--- src/rtl/ep_hs_pkg.sv ---
package ep_hs_pkg;

    typedef enum logic [1:0] {
        EK_CTRL = 2'b00,
        EK_ISO  = 2'b01,
        EK_BULK = 2'b10,
        EK_INTR = 2'b11
    } ep_kind_e;

    typedef enum logic [1:0] {
        TK_NONE  = 2'b00,
        TK_OUT   = 2'b01,
        TK_IN    = 2'b10,
        TK_SETUP = 2'b11
    } tok_e;

    typedef enum logic [1:0] {
        HS_NONE  = 2'b00,
        HS_ACK   = 2'b01,
        HS_NAK   = 2'b10,
        HS_STALL = 2'b11
    } hs_e;

    typedef struct packed {
        ep_kind_e kind;
        logic     stall;
        logic     nak;
        logic     snoop;
    } ep_state_t;

    typedef struct packed {
        logic valid;
        hs_e  code;
        logic go;
    } hs_res_t;

    // Data integrity as seen by the decision: snoop only bypasses checks on OUT data
    function automatic logic data_good(tok_e t, logic pkt_ok, logic snoop);
        return (t == TK_OUT) ? (pkt_ok | snoop) : pkt_ok;
    endfunction

    // NAK sources that apply to a given token direction
    function automatic logic nak_active(tok_e t, logic local_nak, logic gin, logic gout);
        return local_nak | ((t == TK_IN) & gin) | ((t == TK_OUT) & gout);
    endfunction

endpackage

--- src/rtl/ep_ctrl_regs.sv ---
module ep_ctrl_regs
    import ep_hs_pkg::*;
#(
    parameter int FIFO_W = 4
) (
    input  logic              clk,
    input  logic              rst,
    input  logic              cfg_we,
    input  logic [1:0]        cfg_kind,
    input  logic [FIFO_W-1:0] cfg_fifo_num,
    input  logic              cfg_snoop,
    input  logic              stall_set,
    input  logic              stall_clr,
    input  logic              nak_set,
    input  logic              nak_clr,
    input  logic              setup_seen,
    output ep_state_t         state,
    output logic [FIFO_W-1:0] fifo_num
);

    logic hw_stall_release;

    // Control endpoints drop STALL on a SETUP token
    assign hw_stall_release = setup_seen && (state.kind == EK_CTRL);

    always_ff @(posedge clk) begin
        if (rst) begin
            state    <= '0;
            fifo_num <= '0;
        end else begin
            if (cfg_we) begin
                state.kind  <= ep_kind_e'(cfg_kind);
                state.snoop <= cfg_snoop;
                fifo_num    <= cfg_fifo_num;
            end
            if (stall_set)
                state.stall <= 1'b1;
            else if (stall_clr || hw_stall_release)
                state.stall <= 1'b0;
            if (nak_set)
                state.nak <= 1'b1;
            else if (nak_clr)
                state.nak <= 1'b0;
        end
    end

endmodule

--- src/rtl/ep_hs_decide.sv ---
module ep_hs_decide
    import ep_hs_pkg::*;
(
    input  ep_state_t state,
    input  logic      tok_valid,
    input  tok_e      tok,
    input  logic      fifo_rdy,
    input  logic      pkt_ok,
    input  logic      gin_nak,
    input  logic      gout_nak,
    output hs_res_t   res
);

    logic good;
    logic nak_eff;

    always_comb begin
        good    = data_good(tok, pkt_ok, state.snoop);
        nak_eff = nak_active(tok, state.nak, gin_nak, gout_nak);
        res     = '{valid: 1'b0, code: HS_NONE, go: 1'b0};
        if (tok_valid && tok != TK_NONE) begin
            res.valid = 1'b1;
            if (tok == TK_SETUP) begin
                if (good) begin
                    res.code = HS_ACK;
                    res.go   = 1'b1;
                end
            end else if (state.kind == EK_ISO) begin
                res.go = fifo_rdy & ((tok == TK_IN) | good);
            end else if (tok == TK_OUT && !good) begin
                res.code = HS_NONE;
            end else if (state.stall) begin
                res.code = HS_STALL;
            end else if (nak_eff || !fifo_rdy) begin
                res.code = HS_NAK;
            end else if (tok == TK_OUT) begin
                res.code = HS_ACK;
                res.go   = 1'b1;
            end else begin
                res.go = 1'b1;
            end
        end
    end

endmodule

--- src/rtl/ep_hs_select.sv ---
module ep_hs_select
    import ep_hs_pkg::*;
#(
    parameter int FIFO_W = 4
) (
    input  logic              clk,
    input  logic              rst,
    input  logic              cfg_we,
    input  logic [1:0]        cfg_kind,
    input  logic [FIFO_W-1:0] cfg_fifo_num,
    input  logic              cfg_snoop,
    input  logic              stall_set,
    input  logic              stall_clr,
    input  logic              nak_set,
    input  logic              nak_clr,
    input  logic              gin_nak,
    input  logic              gout_nak,
    input  logic              tok_valid,
    input  logic [1:0]        tok_kind,
    input  logic              fifo_rdy,
    input  logic              pkt_ok,
    output logic              hs_valid,
    output logic [1:0]        hs_code,
    output logic              xfer_go,
    output logic [1:0]        st_kind,
    output logic [FIFO_W-1:0] st_fifo_num,
    output logic              st_snoop,
    output logic              st_stall,
    output logic              st_nak
);

    tok_e      tok;
    ep_state_t state;
    hs_res_t   res_d;
    hs_res_t   res_q;
    logic      setup_seen;

    assign tok        = tok_e'(tok_kind);
    assign setup_seen = tok_valid && (tok == TK_SETUP);

    ep_ctrl_regs #(.FIFO_W(FIFO_W)) u_regs (
        .clk          (clk),
        .rst          (rst),
        .cfg_we       (cfg_we),
        .cfg_kind     (cfg_kind),
        .cfg_fifo_num (cfg_fifo_num),
        .cfg_snoop    (cfg_snoop),
        .stall_set    (stall_set),
        .stall_clr    (stall_clr),
        .nak_set      (nak_set),
        .nak_clr      (nak_clr),
        .setup_seen   (setup_seen),
        .state        (state),
        .fifo_num     (st_fifo_num)
    );

    ep_hs_decide u_dec (
        .state     (state),
        .tok_valid (tok_valid),
        .tok       (tok),
        .fifo_rdy  (fifo_rdy),
        .pkt_ok    (pkt_ok),
        .gin_nak   (gin_nak),
        .gout_nak  (gout_nak),
        .res       (res_d)
    );

    always_ff @(posedge clk) begin
        if (rst) res_q <= '0;
        else     res_q <= res_d;
    end

    assign hs_valid = res_q.valid;
    assign hs_code  = res_q.code;
    assign xfer_go  = res_q.go;
    assign st_kind  = state.kind;
    assign st_snoop = state.snoop;
    assign st_stall = state.stall;
    assign st_nak   = state.nak;

endmodule

--- config.mk ---
export PLATFORM = sky130hd
export DESIGN_NAME = ep_hs_select
export DESIGN_NICKNAME = d
export VERILOG_FILES = /design/src/rtl/ep_hs_pkg.sv /design/src/rtl/ep_ctrl_regs.sv /design/src/rtl/ep_hs_decide.sv /design/src/rtl/ep_hs_select.sv
export SDC_FILE = /design/constraint.sdc
export NUM_CORES = 1
export LEC_CHECK = 0
export BUFFER_PORTS_ARGS = -buffer_cell sky130_fd_sc_hd__buf_2
export CELL_PAD_IN_SITES_DETAIL_PLACEMENT = 0
export CELL_PAD_IN_SITES_GLOBAL_PLACEMENT = 2
export CORE_MARGIN = 4
export CORE_UTILIZATION = 21
export DETAILED_ROUTE_END_ITERATION = 8
export PLACE_DENSITY_LB_ADDON = 0.1
export SYNTH_ARGS = -nofsm -noshare
export SYNTH_HDL_FRONTEND = slang
export SYNTH_SLANG_ARGS = --single-unit
--- constraint.sdc ---
create_clock -name clk -period 1.2 [get_ports clk]
set_input_delay 0.18 -clock clk [delete_from_list [all_inputs] [get_ports clk]]
set_output_delay 0.18 -clock clk [all_outputs]
set_load 0.01 [all_outputs]
==> results of run 1 <==
-- cell usage after synthesis, drive strengths merged --
cell type | instances | area [µm²]
nand2 | 1 | 3.75
and3b | 2 | 18.8
a21oi | 3 | 15.0
nand3 | 1 | 5.00
clkbuf | 1 | 3.75
dfxtp | 13 | 260
o21bai | 1 | 7.51
o311ai | 1 | 8.76
o21ai | 1 | 5.00
a2111oi | 1 | 27.5
a31oi | 2 | 12.5
nor2b | 3 | 18.8
nor2 | 10 | 37.5
nor3b | 2 | 15.0
inv | 4 | 15.0
buf | 1 | 5.00
o211ai | 1 | 7.51
nand2b | 1 | 6.26
mux2i | 7 | 70.1
nand4 | 1 | 6.26
-- layout make-up --
class / instances / area, µm²
sequential: 13 / 260
timing repair buffer: 34 / 173
clock buffer: 4 / 26.3
tap: 30 / 37.5
inverter: 4 / 15.0
fill: 292 / 1690
multi-input combinational: 38 / 273
-- kinds of logic after synthesis --
kind of cell,Yosys count,share of synthesized area [%]
AO/OA/AOI/OAI,10,15.3
flip-flops,13,47.4
AND/OR/NAND/NOR,21,20.3
multiplexers,7,12.8
buffers and inverters,6,4.33
-- power by group through the flow --
stage | clock [mW] | sequential (mW) | combinational, mW
after floorplan | 0 | 0.491 | 0.0674
after global placement | 0 | 0.480 | 0.156
after detailed placement | 0 | 0.481 | 0.155
after CTS | 0.286 | 0.471 | 0.159
after global routing | 0.294 | 0.475 | 0.172
final | 0.266 | 0.470 | 0.155
-- per-layer routing --
metal  up-vias  wire length (µm)
met5         -                 0
met4         0                12
met3         2               118
met2        17               641
met1       238               605
li1        270                 -
-- path summary, 6_finish.rpt --
path	cells past startpoint	endpoint
worst max-delay path	1	st_stall
worst min-delay path	3	u_regs.state[1]
worst max register to register	4	xfer_go
worst min register to register	2	u_regs.fifo_num[0]
-- flip-flops by register name, indices dropped and copies added (netlist names) --
name	cells
hs_code	2
hs_valid	1
xfer_go	1
u_regs.fifo_num	4
u_regs.state	5
-- what timing repair did --
| action | 4_1_cts | 5_1_grt |
|---|---|---|
| cloned | 0 | 0 |
| pin swaps | 0 | 1 |
| setup endpoints to repair | 1 | 1 |
| buffers inserted | 0 | 0 |
| resized for setup | 1 | 0 |
| hold endpoints to repair | 0 | 0 |
==> impl_metrics.ini, run 1 <==
[place]
place_ws_ns = 0.0321
portBuffers = 33
dp.final_hpwl_um = 1130
routabilityCongestion = 0.685
placed_cells_incl_taps = 119
dpl_cell_area_um2 = 751

[global_routing]
gr-usage-all-layers_pct = 8.38
grt_pass1_wl_um = 2190
grt-busiest-layer = met2
grt-ovfl-total = 0
antenna_found_initial = 0
grt_util_met3_pct = 2.83
grt_pass1_vias = 525
grt_max_degree = 11
grt_use_met1_pct = 10.2
grt_use_met2_pct = 13.1

[cts]
clock_sink_count = 13
ctsHoldBuffers = 0
cts_buffers = 3
path_clk_slew_ns = 0.08
cts_buffer_depth = 2
root_buffer = clkbuf_4
worst_skew_pair.late_latency_ns = 0.27
tritoncts = done
h-tree-depth = 1

[logic_synthesis]
synth_area_per_cell_um2 = 9.64
syn_area_um2 = 549
yosys_warnings = 0
ys_seq_elements = 13
syn_nets = 78
yosysUniqueCellTypes = 21
yosysSeqAreaShare_pct = 47.4
synthesis.instances = 57

[pwr]
intPower_uw = 662
swShare_pct = 25.8
seq_power_share_pct = 52.8
switching_power_uw = 230
power_uw = 891
powerDensity_nw_per_um2 = 1140
clkPwrFrac_pct = 29.8
combPwrFrac_pct = 17.4
p_leak_nw = 0.405
ir_drop_mv = 0.473

[outcome]
status = finished, final reports clean

[setup_path]
worstPathArrival_ns = 0.87
path_class = flop to primary output
crit_path_end_kind = primary output
crit_start = u_regs.state[2]
r2r_start = u_regs.state[1]
critPathLaunchType = flop
cp_slowest_cell = dfxtp_1
crit_chain = buf_2
max_stage_delay_ns = 0.43
required_ns = 1.02
path_delay_family = flip-flops
reg2reg_slack_ns = 0.18
path_buf_inv = 1
cp_max_fo = 4

[sta]
worst_pin_slew_ns = 0.327
setup_ws_ns = 0.147
slew-limit-headroom_pct = 78.1
fmax_ghz = 0.950
fin_tns_setup_ns = 0
setup-violations-final = 0
rsz0062_at_grt = no
min_period_ns = 1.05
finClkSkew_ns = 0.000291
hold_viol_final = 0
final-max-slew-violation-count = 0
fin_crit_sh_pct = 87.8
hold_slack_ns = 0.118

[route]
drtAntennaViolNets = 0
drc = 0
vias_per_cell = 4.28
wl_per_cell_um = 11.2
vias = 527
routed_wl_um = 1380
first_pass_iters = 4
drtIter0Drc = 5

[floorplan]
start_util_pct = 22.2
die_area_um2 = 3500
row_count = 18
die_w_um = 59.1
core_um2 = 2480
fp.dieH_um = 59.1
ioPinCount = 34

[cells_and_area]
areaGrowthSynthToFinish_pct = 42.8
layout_commonest_cell = buf_2
n_antenna_cell = 0
final_area_um2 = 785
layout_common_cells = 33 x buf_2, 13 x dfxtp_1, 10 x nor2_1
utilization_pct = 31.7
drive_above_1_share_pct = 43.0
layout.nets = 115
layout.cells.non_filler = 123

[min_path]
hold_start = nak_set
hold_path_class = input port to flop

[flow_run]
maxCapViolCount = 0
No activity file was read; power rests on OpenSTA's default activity.
==> run 2: changes to the inputs <==
REMOVE_ABC_BUFFERS = 1   (was not set)
==> run 2 against run 1 <==
Compared with the run above: hold slack worse by 0.011 ns; routed wire length fell by 1.1%; die area unchanged; register-to-register slack lost 0.10 ns; sequential cell count stayed put; count of clock-buffer cells in the layout decreased by 1; clock skew is 0.0089 ns higher; final cell count stayed put; first-iteration DRC count shrank 100%; via count increased by 1.3%; sequential power barely moved; sequential share of layout area fell by 0.053 points; largest cell class unchanged; highest routed layer unchanged.
==> impl_metrics.ini, run 2 (same netlist as run 1, synthesis figures left out) <==
[route]
drc = 0
vias = 534
wl_per_cell_um = 11.1
vias_per_cell = 4.34
wl_met1_um = 555
met2_length_um = 644
first_pass_iters = 1
drtAntennaViolNets = 0
drtIter0Drc = 0
met3_length_um = 150
routed_wl_um = 1360
routed.top_layer = met4

[place]
dp.final_hpwl_um = 1120
placed_cells_incl_taps = 119
routabilityCongestion = 0.655
portBuffers = 33

[flow_run]
maxCapViolCount = 0

[global_routing]
grt_pass1_vias = 519
gr-usage-all-layers_pct = 8.64
grt-ovfl-total = 0
grt_pass1_wl_um = 2230
antenna_found_initial = 0
grt_max_degree = 11

[setup_path]
crit_path_end_kind = flop
crit_chain = nand2b_4 > a2111oi_4 > nand2_1 > a31oi_1
reg2reg_slack_ns = 0.08
required_ns = 1.40
path_depth = 4
max_stage_delay_ns = 0.33
critPathLaunchType = flop
path_class = flop to flop
cp_slowest_cell = a2111oi_4
r2r_cells = 4
path_delay_family = compound AO/OA/AOI/OAI gates
path_buf_inv = 0
worstPathArrival_ns = 1.32
cp_max_fo = 3

[cts]
postCtsSetupRepairBufs = 0
ctsHoldBuffers = 0
cts_buffer_depth = 2
root_buffer = clkbuf_4
path_clk_slew_ns = 0.08
cts_buffers = 3
clock_sink_count = 13
worst_skew_pair.late_latency_ns = 0.28
tritoncts = done
h-tree-depth = 1
cts_resized = 0

[floorplan]
row_count = 18
core_um2 = 2480
die_area_um2 = 3500
ioPinCount = 34
start_util_pct = 22.2
fp.dieH_um = 59.1
die_w_um = 59.1

[sta]
setup-violations-final = 0
rsz0062_at_grt = no
fin_tns_setup_ns = 0
min_period_ns = 1.12
finClkSkew_ns = 0.00920
fmax_ghz = 0.892
final-max-slew-violation-count = 0
hold_viol_final = 0
worst_pin_slew_ns = 0.373
hold_slack_ns = 0.107
slew-limit-headroom_pct = 75.0
fin_crit_sh_pct = 93.4

[pwr]
p_leak_nw = 0.407
powerDensity_nw_per_um2 = 1150
ir_drop_mv = 0.651

[cells_and_area]
top_register = u_regs.state
layout_common_cells = 33 x buf_2, 13 x dfxtp_1, 10 x nor2_1
layout.nets = 115
drive_above_1_share_pct = 44.1
layout.cells.non_filler = 123
areaGrowthSynthToFinish_pct = 43.1
largest_register_ffs = 5
n_antenna_cell = 0
layout_commonest_cell = buf_2

[outcome]
status = finished, final reports clean

[min_path]
whs_path_depth = 3
hold_path_class = input port to flop
run 2: cell count changes in the layout (fill, tap and decap cells not counted):
cell      change
clkbuf_1      -1
clkinv_2      +1
run 2: layout make-up:
class,instances,area [µm²]
flip-flops and latches,13,260
fillers,281,1690
repair buffers,34,173
well taps,30,37.5
clock inverters,1,5.00
multi-input cells,38,273
clock buffers,3,22.5
inverters,4,15.0
run 2: path summary, 6_finish.rpt:
kind	endpoint	start
worst max-delay path	xfer_go	u_regs.state[1]
worst min register to register	u_regs.fifo_num[2]	u_regs.fifo_num[2]
worst max register to register	xfer_go	u_regs.state[1]
worst min-delay path	u_regs.state[1]	nak_set
run 2: worst reg2reg max path, cell delays in order (launching register included):
cell       delay, ns
dfxtp_1         0.32
nand2b_4        0.15
a2111oi_4       0.33
nand2_1         0.08
a31oi_1         0.17
run 2: power by group:
| part | switching [mW] | total [mW] | internal, mW |
|---|---|---|---|
| registers | 0.0150 | 0.470 | 0.455 |
| clock network | 0.153 | 0.277 | 0.124 |
| logic | 0.0766 | 0.155 | 0.0789 |
run 2: metal layers:
metal | up-vias | track usage, %
met3 | 2 | 5.01
met4 | 0 | 2.91
met1 | 242 | 10.1
met5 | - | 0
met2 | 21 | 13.2
li1 | 269 | -
run 2: through the flow:
step / total power [mW] / setup WS [ns] / cell area [µm²] / utilization [%]
after detailed placement: 0.635 / 0.0305 / 751 / 30.3
after CTS: 0.920 / 0.0134 / 778 / 31.4
after global routing: 0.967 / 0.00281 / 786 / 31.7
final: 0.903 / 0.0786 / 786 / 31.7
after floorplan: 0.549 / 0.0684 / 541 / -
after global placement: 0.635 / 0.0417 / 751 / 30.3
